### src/rtl/lnk_bus_pkg.sv
package lnk_bus_pkg;

    localparam int unsigned BUS_W = 8;

    typedef enum logic [2:0] {
        TX_IDLE,
        TX_CMD,
        TX_DATA,
        TX_STOP,
        TX_FLUSH
    } tx_state_e;

    // link may drive the bus only when the PHY has left it on two edges running
    function automatic logic link_window(input logic dir_now, input logic dir_prev);
        return !dir_now && !dir_prev;
    endfunction

    // PHY byte is real only outside the turnaround
    function automatic logic phy_window(input logic dir_now, input logic dir_prev);
        return dir_now && dir_prev;
    endfunction

endpackage

### src/rtl/lnk_dir_track.sv
module lnk_dir_track
    import lnk_bus_pkg::*;
(
    input  logic clk,
    input  logic rst,
    input  logic dir,
    output logic dir_q,
    output logic quiet,
    output logic oe_q
);

    assign quiet = link_window(dir, dir_q);

    always_ff @(posedge clk) begin
        if (rst) begin
            dir_q <= 1'b0;
            oe_q  <= 1'b1;
        end else begin
            dir_q <= dir;
            oe_q  <= quiet;
        end
    end

endmodule

### src/rtl/lnk_rx_path.sv
module lnk_rx_path
    import lnk_bus_pkg::*;
#(
    parameter int unsigned DW = BUS_W
) (
    input  logic          clk,
    input  logic          rst,
    input  logic          dir,
    input  logic          dir_q,
    input  logic          nxt,
    input  logic [DW-1:0] bus_in,
    output logic          rx_valid,
    output logic [DW-1:0] rx_data,
    output logic          rx_last
);

    logic capture;
    assign capture = phy_window(dir, dir_q) && nxt;

    always_ff @(posedge clk) begin
        if (rst) begin
            rx_valid <= 1'b0;
            rx_data  <= '0;
            rx_last  <= 1'b0;
        end else begin
            rx_valid <= capture;
            if (capture) begin
                rx_data <= bus_in;
            end
            rx_last <= dir_q && !dir;
        end
    end

endmodule

### src/rtl/lnk_tx_fsm.sv
module lnk_tx_fsm
    import lnk_bus_pkg::*;
#(
    parameter int unsigned    DW       = BUS_W,
    parameter logic [DW-1:0]  CMD_BYTE = 8'h5A
) (
    input  logic          clk,
    input  logic          rst,
    input  logic          dir,
    input  logic          quiet,
    input  logic          nxt,
    input  logic          tx_valid,
    input  logic [DW-1:0] tx_data,
    input  logic          tx_last,
    output logic          tx_ready,
    output logic [DW-1:0] bus_out,
    output logic          stp,
    output logic          tx_abort
);

    tx_state_e state;
    logic      last_q;
    logic      take;
    logic      final_on_bus;

    assign final_on_bus = (state == TX_DATA) && last_q;

    always_comb begin
        take = 1'b0;
        unique case (state)
            TX_CMD:   take = !dir && nxt;
            TX_DATA:  take = !dir && nxt && !last_q;
            TX_FLUSH: take = 1'b1;
            default:  take = 1'b0;
        endcase
    end

    assign tx_ready = take;

    always_ff @(posedge clk) begin
        if (rst) begin
            state    <= TX_IDLE;
            last_q   <= 1'b0;
            bus_out  <= '0;
            stp      <= 1'b0;
            tx_abort <= 1'b0;
        end else begin
            stp      <= 1'b0;
            tx_abort <= 1'b0;
            unique case (state)
                TX_IDLE: begin
                    bus_out <= '0;
                    if (quiet && tx_valid) begin
                        bus_out <= CMD_BYTE;
                        last_q  <= 1'b0;
                        state   <= TX_CMD;
                    end
                end
                TX_CMD, TX_DATA: begin
                    if (dir) begin
                        tx_abort <= 1'b1;
                        bus_out  <= '0;
                        state    <= final_on_bus ? TX_IDLE : TX_FLUSH;
                    end else if (nxt) begin
                        if (final_on_bus) begin
                            bus_out <= '0;
                            stp     <= 1'b1;
                            state   <= TX_STOP;
                        end else begin
                            bus_out <= tx_data;
                            last_q  <= tx_last;
                            state   <= TX_DATA;
                        end
                    end
                end
                TX_STOP: begin
                    bus_out <= '0;
                    state   <= TX_IDLE;
                end
                TX_FLUSH: begin
                    bus_out <= '0;
                    if (tx_valid && tx_last) begin
                        state <= TX_IDLE;
                    end
                end
                default: begin
                    bus_out <= '0;
                    state   <= TX_IDLE;
                end
            endcase
        end
    end

endmodule

### src/rtl/lnk_bus_ctrl.sv
module lnk_bus_ctrl
    import lnk_bus_pkg::*;
#(
    parameter int unsigned   DW       = BUS_W,
    parameter logic [DW-1:0] CMD_BYTE = 8'h5A
) (
    input  logic          clk,
    input  logic          rst,
    input  logic          tx_valid,
    input  logic [DW-1:0] tx_data,
    input  logic          tx_last,
    output logic          tx_ready,
    output logic          tx_abort,
    input  logic          phy_dir,
    input  logic          phy_nxt,
    output logic          phy_stp,
    input  logic [DW-1:0] bus_in,
    output logic [DW-1:0] bus_out,
    output logic          bus_oe,
    output logic          rx_valid,
    output logic [DW-1:0] rx_data,
    output logic          rx_last
);

    logic dir_q;
    logic quiet;

    lnk_dir_track u_dir (
        .clk   (clk),
        .rst   (rst),
        .dir   (phy_dir),
        .dir_q (dir_q),
        .quiet (quiet),
        .oe_q  (bus_oe)
    );

    lnk_rx_path #(.DW(DW)) u_rx (
        .clk      (clk),
        .rst      (rst),
        .dir      (phy_dir),
        .dir_q    (dir_q),
        .nxt      (phy_nxt),
        .bus_in   (bus_in),
        .rx_valid (rx_valid),
        .rx_data  (rx_data),
        .rx_last  (rx_last)
    );

    lnk_tx_fsm #(.DW(DW), .CMD_BYTE(CMD_BYTE)) u_tx (
        .clk      (clk),
        .rst      (rst),
        .dir      (phy_dir),
        .quiet    (quiet),
        .nxt      (phy_nxt),
        .tx_valid (tx_valid),
        .tx_data  (tx_data),
        .tx_last  (tx_last),
        .tx_ready (tx_ready),
        .bus_out  (bus_out),
        .stp      (phy_stp),
        .tx_abort (tx_abort)
    );

endmodule

### config.mk
export PLATFORM = sky130hd
export DESIGN_NAME = lnk_bus_ctrl
export DESIGN_NICKNAME = d
export VERILOG_FILES = /design/src/rtl/lnk_bus_pkg.sv /design/src/rtl/lnk_dir_track.sv /design/src/rtl/lnk_rx_path.sv /design/src/rtl/lnk_tx_fsm.sv /design/src/rtl/lnk_bus_ctrl.sv
export SDC_FILE = /design/constraint.sdc
export NUM_CORES = 1
export LEC_CHECK = 0
export BUFFER_PORTS_ARGS = -buffer_cell sky130_fd_sc_hd__buf_4
export CORE_UTILIZATION = 51
export CTS_CLUSTER_SIZE = 14
export DETAILED_ROUTE_END_ITERATION = 12
export PLACE_DENSITY = 0.88
export SYNTH_ARGS = -nofsm -noshare
export SYNTH_HDL_FRONTEND = slang
export SYNTH_SLANG_ARGS = --single-unit
export TNS_END_PERCENT = 100
### constraint.sdc
create_clock -name clk -period 3.5 [get_ports clk]
set_input_delay 0 -clock clk [delete_from_list [all_inputs] [get_ports clk]]
set_output_delay 0 -clock clk [all_outputs]
set_load 0.005 [all_outputs]
After elaboration in Yosys (flattened, before gate mapping)
Index checks and enable logic that the tools add are counted.

Bits in registers: 26. Input port bits: 22. Logic and storage cells: 60. Output and inout port bits: 22.

Bitwise logic cells: 2. Muxes and demuxes: 20. Eq/ne operators: 9. Reduce and logical (&&, ||, !) cells: 19.

Operator list (number): 2-to-1 mux 8 bit (3); one-hot mux 8 bit (2 select lines) (1); 2-to-1 mux 3 bit (5); logical AND 1 bit (9); one-hot mux 3 bit (3 select lines) (1); 2-to-1 mux 1 bit (7); 2-to-1 mux 7 bit (1); inequality test 2 bit (second input constant) (3); AND reduction 5 bit (1); inequality test 2 x 1 -> 1 bit (second input constant) (2); OR reduction 2 bit (2); OR reduction 4 bit (1); == test 3 x 1 -> 1 bit (second input constant) (1); == test 3 x 2 -> 1 bit (second input constant) (1); == test 3 bit (second input constant) (1); zero test 1 bit (3); zero test 3 bit (1); inequality test 3 bit (second input constant) (1); one-hot mux 1 bit (3 select lines) (1); AND reduction 3 bit (1); NOT 1 bit (2); one-hot mux 1 bit (2 select lines) (1); nonzero test 2 bit (1).

Logic depth before layout (Yosys ltp)
Gate-level depths: netlist of run 1.

Word-level depth: 6. Depth in mapped cells: 6. Gate-level depth less buffers: 4.

Modules after synthesis
From an unflattened synthesis of run 1, not the netlist that was laid out.

Cells, all modules: 126. Area total of the unflattened synthesis: 1186.1 sq um.

Modules (own cells, without submodules): lnk_tx_fsm (times used 1, sequential area each 280.3 sq um, cells each 82, area an instance 704.4 sq um); lnk_rx_path (times used 1, sequential area each 200.2 sq um, cells each 39, area an instance 424.2 sq um); lnk_dir_track (times used 1, sequential area each 40.0 sq um, cells each 5, area an instance 57.6 sq um).

Worst setup path before layout of run 1
Ideal clock, no wire load.

Kind: reg2reg. Start: register u_tx.state[2]. End: register u_tx.bus_out[1]. Path slack: 2.121 ns. Data required time: 3.433 ns. Clock period less this slack: 1.379 ns. Path buffers: 2. Stages on the path, launching flop included: 7. Arrival time: 1.312 ns. Setup time: 0.067 ns. Cells stage by stage: dfxtp_1 > buf_6 > or2_1 > buf_6 > a2111oi_4 > nand2_1 > o21ai_2.

Cells in the longest elaborated chain, start to end: 6. Elaborated cells on any way between the ends: 10. Those cells by class: 3 x eq/ne; 4 x mux; 3 x reduce/logical.

RTL lines: start: declaration (line lnk_tx_fsm.sv:21) `tx_state_e state;`; start signal: assignment (line lnk_tx_fsm.sv:63) `state <= final_on_bus ? TX_IDLE : TX_FLUSH;`; == test 3 x 2 -> 1 bit (line lnk_tx_fsm.sv:26, lnk_tx_fsm.sv:50); logical AND 1 bit (line lnk_tx_fsm.sv:26) `assign final_on_bus = (state == TX_DATA) && last_q;`; 2-to-1 mux 8 bit (line lnk_tx_fsm.sv:65) `if (final_on_bus) begin`; 2-to-1 mux 8 bit (line lnk_tx_fsm.sv:64) `end else if (nxt) begin`; 2-to-1 mux 8 bit (line lnk_tx_fsm.sv:60) `if (dir) begin`; one-hot mux 8 bit (2 select lines) (line lnk_tx_fsm.sv:50) `unique case (state)`; end signal: assignment (line lnk_tx_fsm.sv:70) `bus_out <= tx_data;`; end: declaration (line lnk_tx_fsm.sv:16) `output logic [DW-1:0] bus_out,`.

Several ways; a longest one is shown, not always the timed one. The select of a mux whose other input is x is not followed. A chain may end at the register's enable or synchronous reset.

Worst setup path in the final report of run 1
Start: register u_tx.state[1]. End: register u_tx.bus_out[0].

The elaborated chain is that of the path after synthesis.

==> results of run 1 <==
==> critical path: stages (launching register included) <==
cell and delay [ns]:
dfxtp_1 0.66, nand2b_4 0.11, or3b_1 0.49, nand3_1 0.12, dlygate4sd3_1 0.56, a21oi_1 0.07
==> cell families (layout without fill, tap and decap cells) <==
group / after synthesis / in the layout / synth area share
buf+inv: 13 / 82 / 0.06490
compound gates: 33 / 33 / 0.1914
flops: 26 / 26 / 0.4576
simple gates: 59 / 59 / 0.2772
mux: 1 / 1 / 0.008801
==> layout make-up <==
class	count	area, sq um	area share
multi-input cells	93	543.0	0.3020
inverters	4	15.01	0.008351
clock buffers	3	22.52	0.01253
repair buffers	74	633.1	0.3521
flip-flops and latches	26	520.5	0.2895
well taps	27	33.78	0.01879
clock inverters	1	30.03	0.01670
==> per-stage QoR <==
step | utilization | worst slack (ns) | cells | power, W | hold slack, ns
2_1_floorplan | - | 2.121 | 132 | 0.0003677 | 0.07161
3_3_place_gp | 0.7098 | 2.007 | 193 | 0.0004011 | 0.2479
3_5_place_dp | 0.7098 | 1.965 | 193 | 0.0004045 | 0.2602
4_1_cts | 0.8892 | 1.468 | 228 | 0.0006329 | 0.01835
5_1_grt | 0.8892 | 1.351 | 228 | 0.0006630 | 0.03514
6_report | 0.8892 | 1.411 | 228 | 0.0006421 | 0.01541
==> worst min-delay path by stage <==
stage,from,to
floorplan,rst,u_dir.dir_q
finish,phy_nxt,u_tx.bus_out[7]
global route,phy_nxt,u_tx.bus_out[7]
CTS,phy_nxt,u_tx.bus_out[7]
detailed placement,bus_in[4],u_rx.rx_data[4]
global placement,bus_in[5],u_rx.rx_data[5]
==> sequential cells by signal, indices dropped and copies added (netlist names) <==
name	count
u_dir.oe_q	1
u_tx.bus_out	8
u_dir.dir_q	1
u_tx.stp	1
u_tx.last_q	1
u_rx.rx_last	1
u_rx.rx_data	8
u_tx.state	3
u_rx.rx_valid	1
u_tx.tx_abort	1
==> synthesized netlist by cell type, drive strengths merged, types with 4 or more instances <==
library cell	number	area share
nor2	6	0.020
nor3b	4	0.026
a21oi	19	0.087
nand2	29	0.096
clkbuf	4	0.013
buf	5	0.039
nand3	6	0.026
dfxtp	26	0.46
o21ai	6	0.030
inv	4	0.013
==> power by group through the flow <==
| stage | Sequential [W] | Combinational, W | Clock, W |
|---|---|---|---|
| 2_1_floorplan | 0.000319 | 0.0000489 | 0 |
| 3_3_place_gp | 0.000323 | 0.0000781 | 0 |
| 3_5_place_dp | 0.000324 | 0.0000806 | 0 |
| 4_1_cts | 0.000318 | 0.000104 | 0.000211 |
| 5_1_grt | 0.000320 | 0.000118 | 0.000225 |
| 6_report | 0.000319 | 0.000109 | 0.000214 |
==> routing by layer <==
layer	wire (microns)	vias up
met2	2040	61
met5	0	-
met1	1429	589
met4	108	0
li1	-	594
met3	192	11
==> repair_timing <==
item / 4_1_cts / 5_1_grt
setup endpoints to repair: 0 / 0
endpoints found under the hold margin: 22 / 0
hold buffers: 31 / 0
resized for setup: 0 / 0
==> impl_metrics.json, run 1 <==
{
  "syn_to_final_growth_pct": 58.09,
  "p_sw_frac": 0.2464,
  "timing.final.crit_share": 0.5968,
  "drive_gt1_frac": 0.2736,
  "placed_cell_area_sq_mm": 0.001435,
  "grt_pass1_wl_microns": 5989,
  "ys_seq_area_frac": 0.4576,
  "grt_max_degree": 17,
  "fp.dieArea_sq_mm": 0.002423,
  "net-switching-power_w": 0.0001582,
  "synth_area_sq_mm": 0.001137,
  "period_needed_ns": 2.089,
  "final_nets": 224,
  "clock_path_buffers": 2,
  "yosys_warnings": 0,
  "overflow": 0,
  "clk_pin_slew_ns": 0.15,
  "ios": 44,
  "rr_worst_depth": 5,
  "finalMaxSlewViolations": 0,
  "cp-startpoint": "u_tx.state[1]",
  "cp-end-kind": "register",
  "rows": 16,
  "clock_latency_ns": 0.34,
  "die_y_microns": 49.23,
  "syn_inst": 132,
  "port_buffers": 43,
  "worst_clock_skew_ns": 0.009513,
  "cts_post_setup_buffers_inserted": 0,
  "htreeDepth": 1,
  "r2r-end": "u_tx.bus_out[0]",
  "grt_use_met1": 0.3714,
  "reg2reg_from": "u_tx.state[1]",
  "async_flop_share": 0,
  "clock_sinks": 26,
  "cts_inserted_buffers": 3,
  "hold_depth": 3,
  "antenna_found_initial": 0,
  "fillers": 95,
  "grt_use_met2": 0.6416,
  "wl_microns": 3771,
  "die_x_microns": 49.23,
  "max_freq_ghz": 0.4788,
  "setup-violations-final": 0,
  "startpoint_type": "register",
  "root_buffer": "clkbuf_4",
  "critPathMaxFanout": 11,
  "synthFlopType": "dfxtp_1",
  "rrSetupSlack_ns": 1.41,
  "synth_area_per_cell_sq_um": 8.616,
  "grt-busiest-layer": "met2",
  "dr.pass1.iters": 4,
  "via_per_inst": 5.504,
  "combPwrFrac": 0.170,
  "finalHoldViolations": 0,
  "gp_congestion": 0.8944,
  "layout_common_cells": "buf_4, dlygate4sd3_1, nand2_1",
  "crit_required_ns": 3.76,
  "drtAntennaViolNets": 0,
  "clockPowerShare": 0.333,
  "core_area_sq_mm": 0.002022,
  "path_class": "reg -> reg",
  "arrival_ns": 2.35,
  "yosys.cell_types.count": 34,
  "p_leak_nw": 0.7570,
  "wire_per_inst_microns": 16.54,
  "maxCapViolCount": 0,
  "drt_iter0_drc": 47,
  "grt_use_met3": 0.03115,
  "start_util": 0.5625,
  "p_int_w": 0.0004839,
  "fin_setup_tns_ns": 0,
  "ir_drop_uv": 368.6,
  "endpoint": "u_tx.bus_out[0]",
  "synth_edf_count": 0,
  "dr_total_vias": 1255,
  "rsz0062_at_grt": "no",
  "power_frac_seq": 0.496,
  "grt_pass1_vias": 1314,
  "ys_seq_elements": 26,
  "dp_hpwl_microns": 1912,
  "post-route-drc-count": 0,
  "run_status": "completed",
  "slew-limit-headroom": 0.6469,
  "worst_pin_slew_ns": 0.5289,
  "antennaDiodeCount": 0,
  "cellPowerDensity_mw_per_mm2": 357.1,
  "final_common_cell": "buf_4",
  "grt.total_usage": 0.3357,
  "syn_nets": 154,
  "final_area_sq_mm": 0.001798,
  "tritoncts": "done",
  "hp-class": "in -> reg"
}
Note: power is estimated with default switching activity, not from simulation.
==> run 2: changes to the inputs <==
CORE_UTILIZATION = 47   (was 51)
PLACE_DENSITY = 0.82   (was 0.88)
clock period = 2.2 ns   (was 3.5 ns; I/O delays follow)
==> run 2 against run 1 <==
  * The run now ends with hold timing left
  * Cell area down 1.6%
  * Count of clock-buffer cells in the layout unchanged
  * Worst setup slack got worse by 1.1 ns
  * First-iteration DRC count is 66% lower
  * Clock power up 57%
  * Critical path type is now reg -> out
==> impl_metrics.json, run 2 (synthesized netlist as in run 1, its figures left out) <==
{
  "dr.pass1.iters": 4,
  "cp-end-kind": "output pin",
  "grt_max_degree": 17,
  "reg_top3": "u_rx.rx_data: 8 flops, u_tx.bus_out: 8 flops, u_tx.state: 3 flops",
  "setup-violations-final": 0,
  "clock_path_buffers": 2,
  "grt_pass1_vias": 1216,
  "critPathMaxFanout": 11,
  "grt.total_usage": 0.2850,
  "crit_chain": "or3b_1 > o32ai_1 > buf_4",
  "post-route-drc-count": 0,
  "violations": "hold timing",
  "gp_congestion": 0.8719,
  "timing.final.crit_share": 0.8606,
  "antennaDiodeCount": 0,
  "start_util": 0.5044,
  "slew-limit-headroom": 0.6760,
  "worst_pin_slew_ns": 0.4854,
  "syn_to_final_growth_pct": 55.56,
  "run_status": "finished, violations left",
  "htreeDepth": 1,
  "drtAntennaViolNets": 0,
  "fillers": 151,
  "wire_per_inst_microns": 14.74,
  "ir_drop_uv": 545.0,
  "hp-class": "in -> reg",
  "cellPowerDensity_mw_per_mm2": 570.7,
  "core_area_sq_mm": 0.002255,
  "tritoncts": "done",
  "startpoint_type": "register",
  "port_buffers": 43,
  "grt_pass1_wl_microns": 5402,
  "ios": 44,
  "p_leak_nw": 0.7487,
  "stdcell_count": 226,
  "drt_iter0_drc": 16,
  "hold-worst-slack_ns": -0.001193,
  "finalHoldViolations": 1,
  "via_per_inst": 5.416,
  "finalMaxSlewViolations": 0,
  "root_buffer": "clkbuf_4",
  "max_freq_ghz": 0.5282,
  "crit_buf_inv": 1,
  "cpPeakStageDelay_ns": 0.63,
  "final_nets": 221,
  "clock_latency_ns": 0.34,
  "crit_required_ns": 2.20,
  "grt_use_met3": 0.05655,
  "clock_sinks": 26,
  "overflow": 0,
  "period_needed_ns": 1.893,
  "dr_total_vias": 1224,
  "grt_use_met1": 0.3352,
  "cts_post_setup_buffers_inserted": 0,
  "dp_hpwl_microns": 1939,
  "slowest_stage": "dfxtp_1",
  "drive_gt1_frac": 0.2778,
  "wl_microns": 3331,
  "layout_common_cells": "buf_4, nand2_1, dlygate4sd3_1",
  "critPathTopFamily": "flip-flops",
  "rsz0062_at_grt": "no",
  "arrival_ns": 1.89,
  "grt-busiest-layer": "met2",
  "place_inst": 194,
  "final_common_cell": "buf_4",
  "worst_clock_skew_ns": 0.005471,
  "maxCapViolCount": 0,
  "fp.dieArea_sq_mm": 0.002620,
  "path_class": "reg -> out",
  "die_y_microns": 51.19,
  "clk_pin_slew_ns": 0.15,
  "grt_use_met2": 0.4978,
  "cts_inserted_buffers": 3,
  "die_x_microns": 51.19,
  "fin_setup_tns_ns": 0,
  "rows": 17,
  "antenna_found_initial": 0
}
## run 2: cell type report
cell class	count	area, sq um	area share
repair buffers	71	603.1	0.3409
well taps	28	35.03	0.01980
inverters	4	15.01	0.008487
flip-flops and latches	26	520.5	0.2942
multi-input cells	93	543.0	0.3069
clock buffers	3	22.52	0.01273
clock inverters	1	30.03	0.01697
## run 2: final timing paths
kind | from | endpoint | slack [ns] | depth (start not counted)
max reg2reg | u_dir.dir_q | u_rx.rx_data[6] | 0.50 | 4
max | u_tx.state[1] | tx_ready | 0.31 | 3
min | phy_nxt | u_tx.bus_out[5] | -0.001 | 3
min reg2reg | u_tx.bus_out[3] | u_tx.bus_out[3] | 0.47 | 2
## run 2: report_power, final
group	total [W]	switching, W	internal [W]
combinational	0.000166	0.0000712	0.0000944
clock	0.000337	0.000153	0.000185
sequential	0.000507	0.0000198	0.000487
## run 2: worst min-delay path, stage by stage
cell,delay [ns]
buf_4,0.16
nand3_1,0.08
a21oi_1,0.06
## run 2: what timing repair did
item	CTS	global route
hold buffers	28	0
endpoints found under the hold margin	21	0
resized for setup	0	0
setup endpoints to repair	0	0
## run 2: stage by stage
stage / setup WS (ns) / area, sq um / power (W) / hold slack, ns / utilization
finish: 0.3066 / 1769 / 0.001010 / -0.001193 / 0.7847
global route: 0.1568 / 1769 / 0.001051 / 0.004710 / 0.7847
CTS: 0.3208 / 1769 / 0.0009951 / 0.008996 / 0.7847
detailed placement: 0.6570 / 1436 / 0.0006433 / 0.2564 / 0.6371
global placement: 0.7040 / 1436 / 0.0006388 / 0.2471 / 0.6371
floorplan: 0.8215 / 1137 / 0.0005849 / 0.07161 / -
## run 2: per-layer routing
layer,vias to the layer above,wire (microns)
met5,-,0
met4,0,61
met3,7,178
met2,49,1711
met1,580,1380
li1,588,-
==> run 3: changes to the inputs <==
REMOVE_ABC_BUFFERS = 1   (was default)
==> run 3 against run 2 <==
  * The flow now finishes without violations
  * Sequential share of layout area grew 0.51 points
  * Worst setup slack lost 0.0019 ns
  * Total power shrank 14%
  * Combinational power is essentially flat
  * Fmax is essentially flat
  * Hold slack gained 0.016 ns
  * First-iteration DRC count grew 31%
  * Cell area shrank 1.7%
  * Core utilization shrank 1.3 points
  * Final cell count shrank 0.44%
  * Clock power shrank 40%
  * Wire length shrank 7.9%
  * Largest cell class unchanged
  * Highest routed layer unchanged
==> impl_metrics.json, run 3 (synthesized netlist as in run 1, its figures left out) <==
{
  "run_status": "completed",
  "hp-class": "in -> reg",
  "arrival_ns": 1.90,
  "wl_microns": 3067,
  "cpPeakStageDelay_ns": 0.64,
  "finalMaxSlewViolations": 0,
  "hold-worst-slack_ns": 0.01495,
  "drive_gt1_frac": 0.2741,
  "core_area_sq_mm": 0.002255,
  "crit_buf_inv": 1,
  "fillers": 159,
  "gp_congestion": 0.8011,
  "finalHoldViolations": 0,
  "clock_path_buffers": 2,
  "worst_clock_skew_ns": 0.002033,
  "ir_drop_uv": 397.7,
  "overflow": 0,
  "max_freq_ghz": 0.5276,
  "slew-limit-headroom": 0.6689,
  "rsz0062_at_grt": "no",
  "slowest_stage": "dfxtp_1",
  "startpoint_type": "register",
  "timing.final.crit_share": 0.8615,
  "antenna_found_initial": 0,
  "layout_common_cells": "buf_4, nand2_1, dlygate4sd3_1",
  "post-route-drc-count": 0,
  "final_area_sq_mm": 0.001739,
  "rows": 17,
  "placed_cell_area_sq_mm": 0.001436,
  "final_common_cell": "buf_4",
  "syn_to_final_growth_pct": 52.92,
  "crit_required_ns": 2.20,
  "crit_chain": "or3b_1 > o32ai_1 > buf_4",
  "grt_max_degree": 17,
  "cts_inserted_buffers": 3,
  "fin_setup_tns_ns": 0,
  "final_nets": 221,
  "start_util": 0.5044,
  "worst_pin_slew_ns": 0.4960,
  "fin_ws_ns": 0.3048,
  "critPathMaxFanout": 11,
  "antennaDiodeCount": 0,
  "via_per_inst": 5.329,
  "root_buffer": "clkbuf_4",
  "ios": 44,
  "grt_pass1_vias": 1198,
  "clock_latency_ns": 0.32,
  "cts_post_setup_buffers_inserted": 0,
  "htreeDepth": 1,
  "die_x_microns": 51.19,
  "cellPowerDensity_mw_per_mm2": 500.0,
  "drt_iter0_drc": 21,
  "dp_hpwl_microns": 1911,
  "maxCapViolCount": 0,
  "wire_per_inst_microns": 13.63,
  "clock_sinks": 26,
  "setup-violations-final": 0,
  "clk_pin_slew_ns": 0.13,
  "reg_top3": "u_rx.rx_data: 8 flops, u_tx.bus_out: 8 flops, u_tx.state: 3 flops",
  "tritoncts": "done",
  "cp-end-kind": "output pin",
  "fp.dieArea_sq_mm": 0.002620,
  "dr_total_vias": 1199,
  "pre_cts_ws_ns": 0.6362,
  "die_y_microns": 51.19,
  "drtAntennaViolNets": 0,
  "dr.pass1.iters": 4,
  "p_leak_nw": 0.7345,
  "port_buffers": 43,
  "grt.total_usage": 0.2606,
  "period_needed_ns": 1.895,
  "grt_pass1_wl_microns": 5147,
  "ctsResizeCount": 0,
  "path_class": "reg -> out",
  "utilization": 0.7714,
  "critPathTopFamily": "flip-flops"
}
[run 3: metrics by stage]
step / total power [W] / cells
after floorplan: 0.0005706 / 123
after global routing: 0.0009049 / 225
after global placement: 0.0006383 / 194
after CTS: 0.0008682 / 225
after detailed placement: 0.0006431 / 194
final: 0.0008696 / 225
[run 3: worst register-to-register path, cell delays in order, from the launching register on]
cell and delay [ns]:
dfxtp_1 0.45, nand3_1 0.31, nand2_1 0.17, a21oi_1 0.07, dlygate4sd3_1 0.56
[run 3: routing by layer]
layer,GRT usage,share of wire,up-vias
li1,-,-,589
met1,0.2991,0.42,553
met2,0.5066,0.51,54
met3,0.02976,0.060,3
met4,0.05556,0.0085,0
met5,0,0,-
[run 3: timing repair]
action,4_1_cts,5_1_grt
endpoints found under the hold margin,22,0
endpoints found under the setup margin,0,0
hold buffers,28,0
[run 3: report_power, final]
group	switching (W)	total, W	leakage [nW]	internal [W]
Combinational	0.0000686	0.000163	0.509	0.0000944
Clock	0.000136	0.000201	0.0138	0.0000642
Sequential	0.0000190	0.000506	0.211	0.000487
[run 3: area by class of cell]
| class | count | area [sq um] | share of cell area |
|---|---|---|---|
| Clock buffer | 3 | 22.52 | 0.01295 |
| Inverter | 4 | 15.01 | 0.008633 |
| Multi-Input combinational cell | 93 | 543.0 | 0.3122 |
| Sequential cell | 26 | 520.5 | 0.2993 |
| Tap cell | 28 | 35.03 | 0.02014 |
| Timing Repair Buffer | 71 | 603.1 | 0.3468 |
[run 3: path summary, 6_finish.rpt]
path	start	to	slack [ns]	cells after the start
setup reg to reg	u_dir.dir_q	u_rx.rx_data[1]	0.55	4
hold reg to reg	u_tx.bus_out[4]	u_tx.bus_out[4]	0.46	2
hold / removal	phy_nxt	u_tx.bus_out[2]	0.01	3
setup / recovery	u_tx.state[1]	tx_ready	0.30	3
